[config.mk]
export PLATFORM = sky130hd
export DESIGN_NAME = phase_xient_mon
export DESIGN_NICKNAME = d
export VERILOG_FILES = /design/src/rtl/ptm_pkg.sv /design/src/rtl/ptm_alarm.sv /design/src/rtl/ptm_slope_det.sv /design/src/rtl/ptm_bo_window.sv /design/src/rtl/phase_xient_mon.sv
export SDC_FILE = /design/constraint.sdc
export NUM_CORES = 1
export LEC_CHECK = 0
export ABC_AREA = 1
export BUFFER_PORTS_ARGS = -buffer_cell sky130_fd_sc_hd__buf_2
export CAP_MARGIN = 20
export CORE_MARGIN = 2
export CORE_UTILIZATION = 45
export CTS_CLUSTER_DIAMETER = 80
export DETAILED_ROUTE_END_ITERATION = 8
export PLACE_DENSITY_LB_ADDON = 0.15
export SLEW_MARGIN = 5
export SYNTH_ARGS = -nofsm -noshare
export SYNTH_HDL_FRONTEND = slang
export SYNTH_HIERARCHICAL = 1
export SYNTH_SLANG_ARGS = --single-unit
[constraint.sdc]
create_clock -name clk -period 3.1 [get_ports clk]
set_input_delay 0.62 -clock clk [delete_from_list [all_inputs] [get_ports clk]]
set_output_delay 0.62 -clock clk [all_outputs]
set_load 0.1 [all_outputs]
[src/rtl/ptm_pkg.sv]
package ptm_pkg;

  typedef enum logic [1:0] {
    WIN_IDLE  = 2'd0,
    WIN_ARMED = 2'd1,
    WIN_SPENT = 2'd2
  } win_state_e;

endpackage

[src/rtl/ptm_alarm.sv]
module ptm_alarm #(
  parameter int SMP_W = 32,
  parameter int LIM_W = 12
) (
  input  logic             clk,
  input  logic             rst_n,
  input  logic             en,
  input  logic             vld,
  input  logic [SMP_W-1:0] ph,
  input  logic [LIM_W-1:0] limit,
  input  logic             clr,
  input  logic             irq_en,
  output logic             alarm_sts,
  output logic             irq
);

  localparam int DW = SMP_W + 1;

  logic signed [DW-1:0] ph_ext;
  logic        [DW-1:0] mag;
  logic        [DW-1:0] lim_ext;
  logic                 over;
  logic                 alarm_q;
  logic                 alarm_d;

  always_comb begin
    ph_ext  = $signed({ph[SMP_W-1], ph});
    mag     = ph_ext[DW-1] ? $unsigned(-ph_ext) : $unsigned(ph_ext);
    lim_ext = {{(DW-LIM_W){1'b0}}, limit};
    over    = en && vld && (mag > lim_ext);
    alarm_d = over || (alarm_q && !clr);
  end

  always_ff @(posedge clk or negedge rst_n) begin
    if (!rst_n) alarm_q <= 1'b0;
    else        alarm_q <= alarm_d;
  end

  assign alarm_sts = alarm_q;
  assign irq       = alarm_q & irq_en;

  AST_ALARM_SETS:    assert property (@(posedge clk) disable iff (!rst_n)
                       over |=> alarm_sts);
  AST_ALARM_STICKY:  assert property (@(posedge clk) disable iff (!rst_n)
                       (alarm_sts && !clr) |=> alarm_sts);
  AST_ALARM_CLEARS:  assert property (@(posedge clk) disable iff (!rst_n)
                       (clr && !(en && vld)) |=> !alarm_sts);
  AST_ALARM_OFF:     assert property (@(posedge clk) disable iff (!rst_n)
                       (!en && !alarm_sts) |=> !alarm_sts);

endmodule

[src/rtl/ptm_slope_det.sv]
module ptm_slope_det #(
  parameter int SMP_W       = 32,
  parameter int SLOPE_TICKS = 10,
  parameter int SLOPE_NS    = 100
) (
  input  logic             clk,
  input  logic             rst_n,
  input  logic             en,
  input  logic             vld,
  input  logic [SMP_W-1:0] ph,
  output logic             slope_evt,
  output logic [SMP_W-1:0] start_ph
);

  localparam int DW    = SMP_W + 1;
  localparam int CNT_W = (SLOPE_TICKS > 2) ? $clog2(SLOPE_TICKS) : 1;
  localparam logic [CNT_W-1:0] CNT_LAST = CNT_W'(SLOPE_TICKS - 1);

  logic [SMP_W-1:0]     base_q, base_d;
  logic                 bvld_q, bvld_d;
  logic [CNT_W-1:0]     cnt_q, cnt_d;
  logic signed [DW-1:0] diff;
  logic        [DW-1:0] mag;
  logic                 at_end;

  always_comb begin
    diff      = $signed({ph[SMP_W-1], ph}) - $signed({base_q[SMP_W-1], base_q});
    mag       = diff[DW-1] ? $unsigned(-diff) : $unsigned(diff);
    at_end    = bvld_q && (cnt_q == CNT_LAST);
    slope_evt = en && vld && at_end && (mag > DW'(SLOPE_NS));
  end

  always_comb begin
    base_d = base_q;
    bvld_d = bvld_q;
    cnt_d  = cnt_q;
    if (!en) begin
      bvld_d = 1'b0;
      cnt_d  = '0;
    end else if (vld) begin
      if (!bvld_q || at_end) begin
        base_d = ph;
        bvld_d = 1'b1;
        cnt_d  = '0;
      end else begin
        cnt_d  = cnt_q + 1'b1;
      end
    end
  end

  always_ff @(posedge clk or negedge rst_n) begin
    if (!rst_n) begin
      base_q <= '0;
      bvld_q <= 1'b0;
      cnt_q  <= '0;
    end else begin
      base_q <= base_d;
      bvld_q <= bvld_d;
      cnt_q  <= cnt_d;
    end
  end

  assign start_ph = base_q;

  AST_SLOPE_SPACED: assert property (@(posedge clk) disable iff (!rst_n)
                      slope_evt |=> !slope_evt);
  AST_SLOPE_REBASE: assert property (@(posedge clk) disable iff (!rst_n)
                      slope_evt |=> (start_ph == $past(ph)));

endmodule

[src/rtl/ptm_bo_window.sv]
module ptm_bo_window
  import ptm_pkg::*;
#(
  parameter int SMP_W     = 32,
  parameter int LIM_W     = 12,
  parameter int WIN_TICKS = 100
) (
  input  logic             clk,
  input  logic             rst_n,
  input  logic             en,
  input  logic             bo_en,
  input  logic             freeze,
  input  logic             vld,
  input  logic [SMP_W-1:0] ph,
  input  logic             slope_evt,
  input  logic [SMP_W-1:0] arm_ref,
  input  logic [LIM_W-1:0] limit,
  output logic             bo_trig
);

  localparam int DW    = SMP_W + 1;
  localparam int WCN_W = (WIN_TICKS > 2) ? $clog2(WIN_TICKS) : 1;
  localparam logic [WCN_W-1:0] WCN_LAST = WCN_W'(WIN_TICKS - 1);

  win_state_e           st_q, st_d;
  logic [SMP_W-1:0]     ref_q, ref_d;
  logic [WCN_W-1:0]     wcnt_q, wcnt_d;
  logic                 trig_q, trig_d;
  logic signed [DW-1:0] diff;
  logic        [DW-1:0] mag;
  logic                 exceed;
  logic                 last;

  always_comb begin
    diff   = $signed({ph[SMP_W-1], ph}) - $signed({ref_q[SMP_W-1], ref_q});
    mag    = diff[DW-1] ? $unsigned(-diff) : $unsigned(diff);
    exceed = mag > {{(DW-LIM_W){1'b0}}, limit};
    last   = (wcnt_q == WCN_LAST);
  end

  always_comb begin
    st_d   = st_q;
    ref_d  = ref_q;
    wcnt_d = wcnt_q;
    trig_d = 1'b0;
    if (!en || !bo_en || freeze) begin
      st_d   = WIN_IDLE;
      wcnt_d = '0;
    end else begin
      case (st_q)
        WIN_IDLE: begin
          if (slope_evt) begin
            st_d   = WIN_ARMED;
            ref_d  = arm_ref;
            wcnt_d = '0;
          end
        end
        WIN_ARMED: begin
          if (vld) begin
            trig_d = exceed;
            wcnt_d = wcnt_q + 1'b1;
            if (last)        st_d = WIN_IDLE;
            else if (exceed) st_d = WIN_SPENT;
          end
        end
        WIN_SPENT: begin
          if (vld) begin
            wcnt_d = wcnt_q + 1'b1;
            if (last) st_d = WIN_IDLE;
          end
        end
        default: st_d = WIN_IDLE;
      endcase
    end
  end

  always_ff @(posedge clk or negedge rst_n) begin
    if (!rst_n) begin
      st_q   <= WIN_IDLE;
      ref_q  <= '0;
      wcnt_q <= '0;
      trig_q <= 1'b0;
    end else begin
      st_q   <= st_d;
      ref_q  <= ref_d;
      wcnt_q <= wcnt_d;
      trig_q <= trig_d;
    end
  end

  assign bo_trig = trig_q;

  AST_TRIG_ONE_CYCLE: assert property (@(posedge clk) disable iff (!rst_n)
                        bo_trig |=> !bo_trig);
  AST_TRIG_SPENDS:    assert property (@(posedge clk) disable iff (!rst_n)
                        bo_trig |-> (st_q != WIN_ARMED));
  AST_FREEZE_QUIET:   assert property (@(posedge clk) disable iff (!rst_n)
                        freeze |=> !bo_trig);
  AST_BOEN_QUIET:     assert property (@(posedge clk) disable iff (!rst_n)
                        !bo_en |=> !bo_trig);
  AST_MON_OFF_QUIET:  assert property (@(posedge clk) disable iff (!rst_n)
                        !en |=> (!bo_trig && st_q == WIN_IDLE));

endmodule

[src/rtl/phase_xient_mon.sv]
module phase_xient_mon #(
  parameter int SMP_W       = 32,
  parameter int LIM_W       = 12,
  parameter int SLOPE_TICKS = 10,
  parameter int SLOPE_NS    = 100,
  parameter int WIN_TICKS   = 100
) (
  input  logic             clk,
  input  logic             rst_n,
  input  logic             smp_vld,
  input  logic [SMP_W-1:0] smp_phase,
  input  logic             mon_en,
  input  logic             bo_en,
  input  logic             bo_freeze,
  input  logic             irq_en,
  input  logic [LIM_W-1:0] limit_ns,
  input  logic             alarm_clr,
  output logic             alarm_sts,
  output logic             irq,
  output logic             bo_trig
);

  logic             rst_meta_q;
  logic             rst_sync_n;
  logic             slope_evt;
  logic [SMP_W-1:0] start_ph;

  always_ff @(posedge clk or negedge rst_n) begin
    if (!rst_n) begin
      rst_meta_q <= 1'b0;
      rst_sync_n <= 1'b0;
    end else begin
      rst_meta_q <= 1'b1;
      rst_sync_n <= rst_meta_q;
    end
  end

  ptm_alarm #(.SMP_W(SMP_W), .LIM_W(LIM_W)) u_alarm (
    .clk       (clk),
    .rst_n     (rst_sync_n),
    .en        (mon_en),
    .vld       (smp_vld),
    .ph        (smp_phase),
    .limit     (limit_ns),
    .clr       (alarm_clr),
    .irq_en    (irq_en),
    .alarm_sts (alarm_sts),
    .irq       (irq)
  );

  ptm_slope_det #(.SMP_W(SMP_W), .SLOPE_TICKS(SLOPE_TICKS), .SLOPE_NS(SLOPE_NS)) u_slope (
    .clk       (clk),
    .rst_n     (rst_sync_n),
    .en        (mon_en),
    .vld       (smp_vld),
    .ph        (smp_phase),
    .slope_evt (slope_evt),
    .start_ph  (start_ph)
  );

  ptm_bo_window #(.SMP_W(SMP_W), .LIM_W(LIM_W), .WIN_TICKS(WIN_TICKS)) u_win (
    .clk       (clk),
    .rst_n     (rst_sync_n),
    .en        (mon_en),
    .bo_en     (bo_en),
    .freeze    (bo_freeze),
    .vld       (smp_vld),
    .ph        (smp_phase),
    .slope_evt (slope_evt),
    .arm_ref   (start_ph),
    .limit     (limit_ns),
    .bo_trig   (bo_trig)
  );

  AST_IRQ_GATED: assert property (@(posedge clk) disable iff (!rst_sync_n)
                   (irq == (alarm_sts && irq_en)));

endmodule

==> metrics.md <==
| Metric | Value |
|---|---|
| Status | `complete, but fails checks` |
| Failing checks | `negative setup slack` |
| H-tree depth | `3` |
| Core ar. | `28860 um^2` |
| Yosys warns | `6` |
| Commonest non-fill, non-tap cells in the layout | `nand2_1, buf_4, inv_1, nor2_1, nand3_1` |
| Clock tree buffer depth | `2` |
| Final instance area | `19090 um^2` |
| Async SR Flop Fraction | `100.0%` |
| Antenna viol nets, final | `0` |
| Leak | `about 0.011 uW` |
| Post-Syn Instances | `2367` |
| CTS tree | `built` |
| Worst VDD drop | `281.8 uV` |
| Initial antenna violation count | `0` |
| Final Cycle Share | `130.0%` |
| Full die area | `30790 um^2` |
| Crit end category | `flip-flop` |
| Flops & latches, synth | `82` |
| Detailed placer's ending HPWL | `36600 um` |
| Nets | `3094` |
| Final critical-path required period | `4.029 ns` |
| Total Power | `~5800 uW` |
| Sequential share of power | `approximately a fifth` |
| Area after DPL | `17750 um^2` |
| Placed insts | `between 3000 and 4000` |
| Worst Max-Slew Pin Slew | `0.6025 ns` |
| Gate power share | `61.9%` |
| MaxCap Viol Count | `0` |
| CP Launch Type | `input pin` |
| Clk slew on worst S/H paths | `0.07 ns` |
| Diode count | `0` |
| Row cnt | `62` |
| Synth cell types | `49` |
| Cell Count, Final, Fillers Out | `3331` |
| TritonCTS Buffers | `9` |
| Worst Path Arrival | `4.27 ns` |
| Share of layout cells above drive strength 1 | `around a third` |
| CTS Hold Buffers Added | `0` |
| Fmax | `248.2 MHz` |
| HP Class | `in2async` |
| DRC violations left | `0` |
| Share of the synthesized area in the top cell type | `23.09%` |
| RSZ-0062 raised after global routing | `yes` |
| Total Routing Usage GR | `28.52%` |
| Layout Skew | `~0.01 ns` |
| Crit Path Class | `in2reg` |
| Post-synth EDFFs | `0` |
| Most common cell after layout, fill and taps aside | `nand2_1` |
| DR vias | `16220` |
| Place WS | `-1.489 ns` |
| Sw Pwr | `2493 uW` |
| # setup viols final | `42` |
| Routability cong. | `0.9777` |
| Largest net degree at the start of global routing | `65` |
| Slew Limit Fails | `0` |
| PwrDens | `301.3 nW/um^2` |
| Rel. slew slack | `59.83%` |
| # IOs | `55` |
| Vias in the first global route | `around 16000` |
| Filler cell count | `2735` |
| Drt total wl | `44590 um` |
| Fin worst setup slack | `-0.9290 ns` |
| Starting Density | `45.86%` |
| Root Driver | `clkbuf_16` |
| Int Power | `between 3000 and 4000 uW` |
| Mapped Avg Cell Area | `5.590 um^2` |
| Total grt overflow | `0` |
| Drt pass-1 iters | `5` |
| Die W | `175.5 um` |
| First-pass GRT wire length | `72260 um` |
| Sw Share | `between 40% and 50%` |
| Clock sink count | `just over 80` |
| Main synth FF type | `dfrtp_1` |
| Cell Area, Synth | `around 13000 um^2` |
| P&R area growth vs syn | `44.27%` |
| Drt via density | `around 5` |
| CP Max Fanout | `7` |
| Setup TNS | `-34.75 ns` |
| Clock share of power | `17.6%` |
| Worst skew pair latency | `about 0.36 ns` |
| I/O Buffers | `54` |
| Sequential-to-total area share from yosys stat | `15.51%` |
| WL/cell | `13.39 um` |
| Fin. Hold Viols | `0` |
| Worst EP required | `between 3 and 4 ns` |
| Die Y | `175.5 um` |
| Starting DRT DRC Count | `866` |
| Area leader, netlist | `nand2_1` |
| Syn_nets | `~2500` |
| Area contributors post-synth | `nand2_1, dfrtp_1, inv_1` |
## final timing paths
check                           cells after the start           startpoint              endpoint  slack (ns)
worst max-delay path                               26         smp_phase[0]        u_win/ref_q[0]       -0.93
worst min register to register                      0           rst_sync_n  u_slope/start_ph[29]        0.26
max in group asynchronous                           1           rst_sync_n       u_win/wcnt_q[3]        2.12
min in group clk                                    0           rst_meta_q            rst_sync_n        0.36
worst min-delay path                                1                rst_n            rst_sync_n        0.03
worst max register to register                     24  u_slope/start_ph[2]        u_win/ref_q[0]       -0.87
## power by group through the flow
stage | clock (uW) | combinational [uW] | sequential (uW)
2_1_floorplan | 0 | 1930 | 1200
3_3_place_gp | 0 | 3250 | 1190
4_1_cts | 1030 | 3410 | 1180
3_5_place_dp | 0 | 3310 | 1200
5_1_grt | 1070 | 3950 | 1190
6_report | 1010 | 3560 | 1180
## kinds of logic after synthesis
logic type,share of synthesized area [%]
flip-flops,15.51
buffers and inverters,13.77
adder cells (fa/ha/maj),9.569
multiplexers,0.1607
AO/OA/AOI/OAI,7.233
XOR/XNOR,2.978
other,0.02834
AND/OR/NAND/NOR,50.76
## metal layers
layer / vias to the layer above / routed length [um] / GRT usage (%) / part of all wire, %
li1: 8466 / - / - / -
met1: 7374 / 20080 / 36.02 / 45
met2: 292 / 21890 / 51.94 / 49
met3: 92 / 1199 / 1.450 / 2.7
met4: 0 / 1423 / 9.298 / 3.2
met5: - / 0 / 0 / 0
## flip-flops by register name, summed over array words and instances, names as in the netlist
name	cells
rst_sync_n	1
u_win/st_q	2
u_alarm/alarm_sts	1
u_win/bo_trig	1
u_slope/start_ph	32
u_win/ref_q	32
u_win/wcnt_q	7
rst_meta_q	1
u_slope/bvld_q	1
u_slope/cnt_q	4
## cell type report
cell class              count  area [um^2]  share of cell area [%]
clock buffers              12        246.5                   1.291
clock inverters             4        28.78                  0.1507
inverters                 439         1683                   8.815
multi-input cells        1821        10090                   52.86
flip-flops and latches     82         2056                   10.77
well taps                 384        480.5                   2.517
repair buffers            589         4504                   23.59
## synth_stat cells, types with 5 or more instances
cell type and number:
xnor2_1 6, dfrtp_1 82, nor2_4 11, buf_2 5, a21oi_1 122, inv_1 402
nand3b_1 19, nor2_1 262, nor2_2 47, nor3_1 20, a21oi_2 5, nand2_1 814
nand2_2 59, o21bai_1 6, inv_2 34, ha_1 98, clkbuf_1 13, nand3_2 18
nand3_4 5, o21ai_0 24, nand2_4 8, nand3_1 182, xor2_1 39, nand4_1 39
## per-stage QoR
stage          hold slack (ns)  utilization (%)
2_1_floorplan           0.3244                -
3_3_place_gp            0.2749            61.52
5_1_grt                0.01799            66.16
3_5_place_dp            0.2812            61.52
4_1_cts                0.02179            64.05
6_report               0.03099            66.16
## worst max-delay path: stages
cell and delay [ns]:
buf_12 0.10, buf_12 0.12, inv_12 0.03, ha_4 0.14, fa_2 0.58, nand2_1 0.08
a21oi_2 0.12, nand3_1 0.10, nor2_2 0.12, buf_4 0.12, buf_4 0.10, buf_4 0.10
buf_4 0.10, buf_4 0.10, buf_4 0.10, nor2_2 0.04, xor2_1 0.14, nor2_1 0.15
nand2_2 0.12, nand3_1 0.08, nor2_1 0.05, a21oi_1 0.13, buf_4 0.17, nand3_4 0.21
buf_12 0.24, mux2_4 0.29
## repair_timing
| item | 4_1_cts | 5_1_grt |
|---|---|---|
| endpoints found under the setup margin | 42 | 43 |
| cloned | 4 | 4 |
| buffers inserted | 20 | 11 |
| pin swaps | 42 | 65 |
| gates resized for setup | 58 | 135 |
No activity file was read; power rests on OpenSTA's default activity.
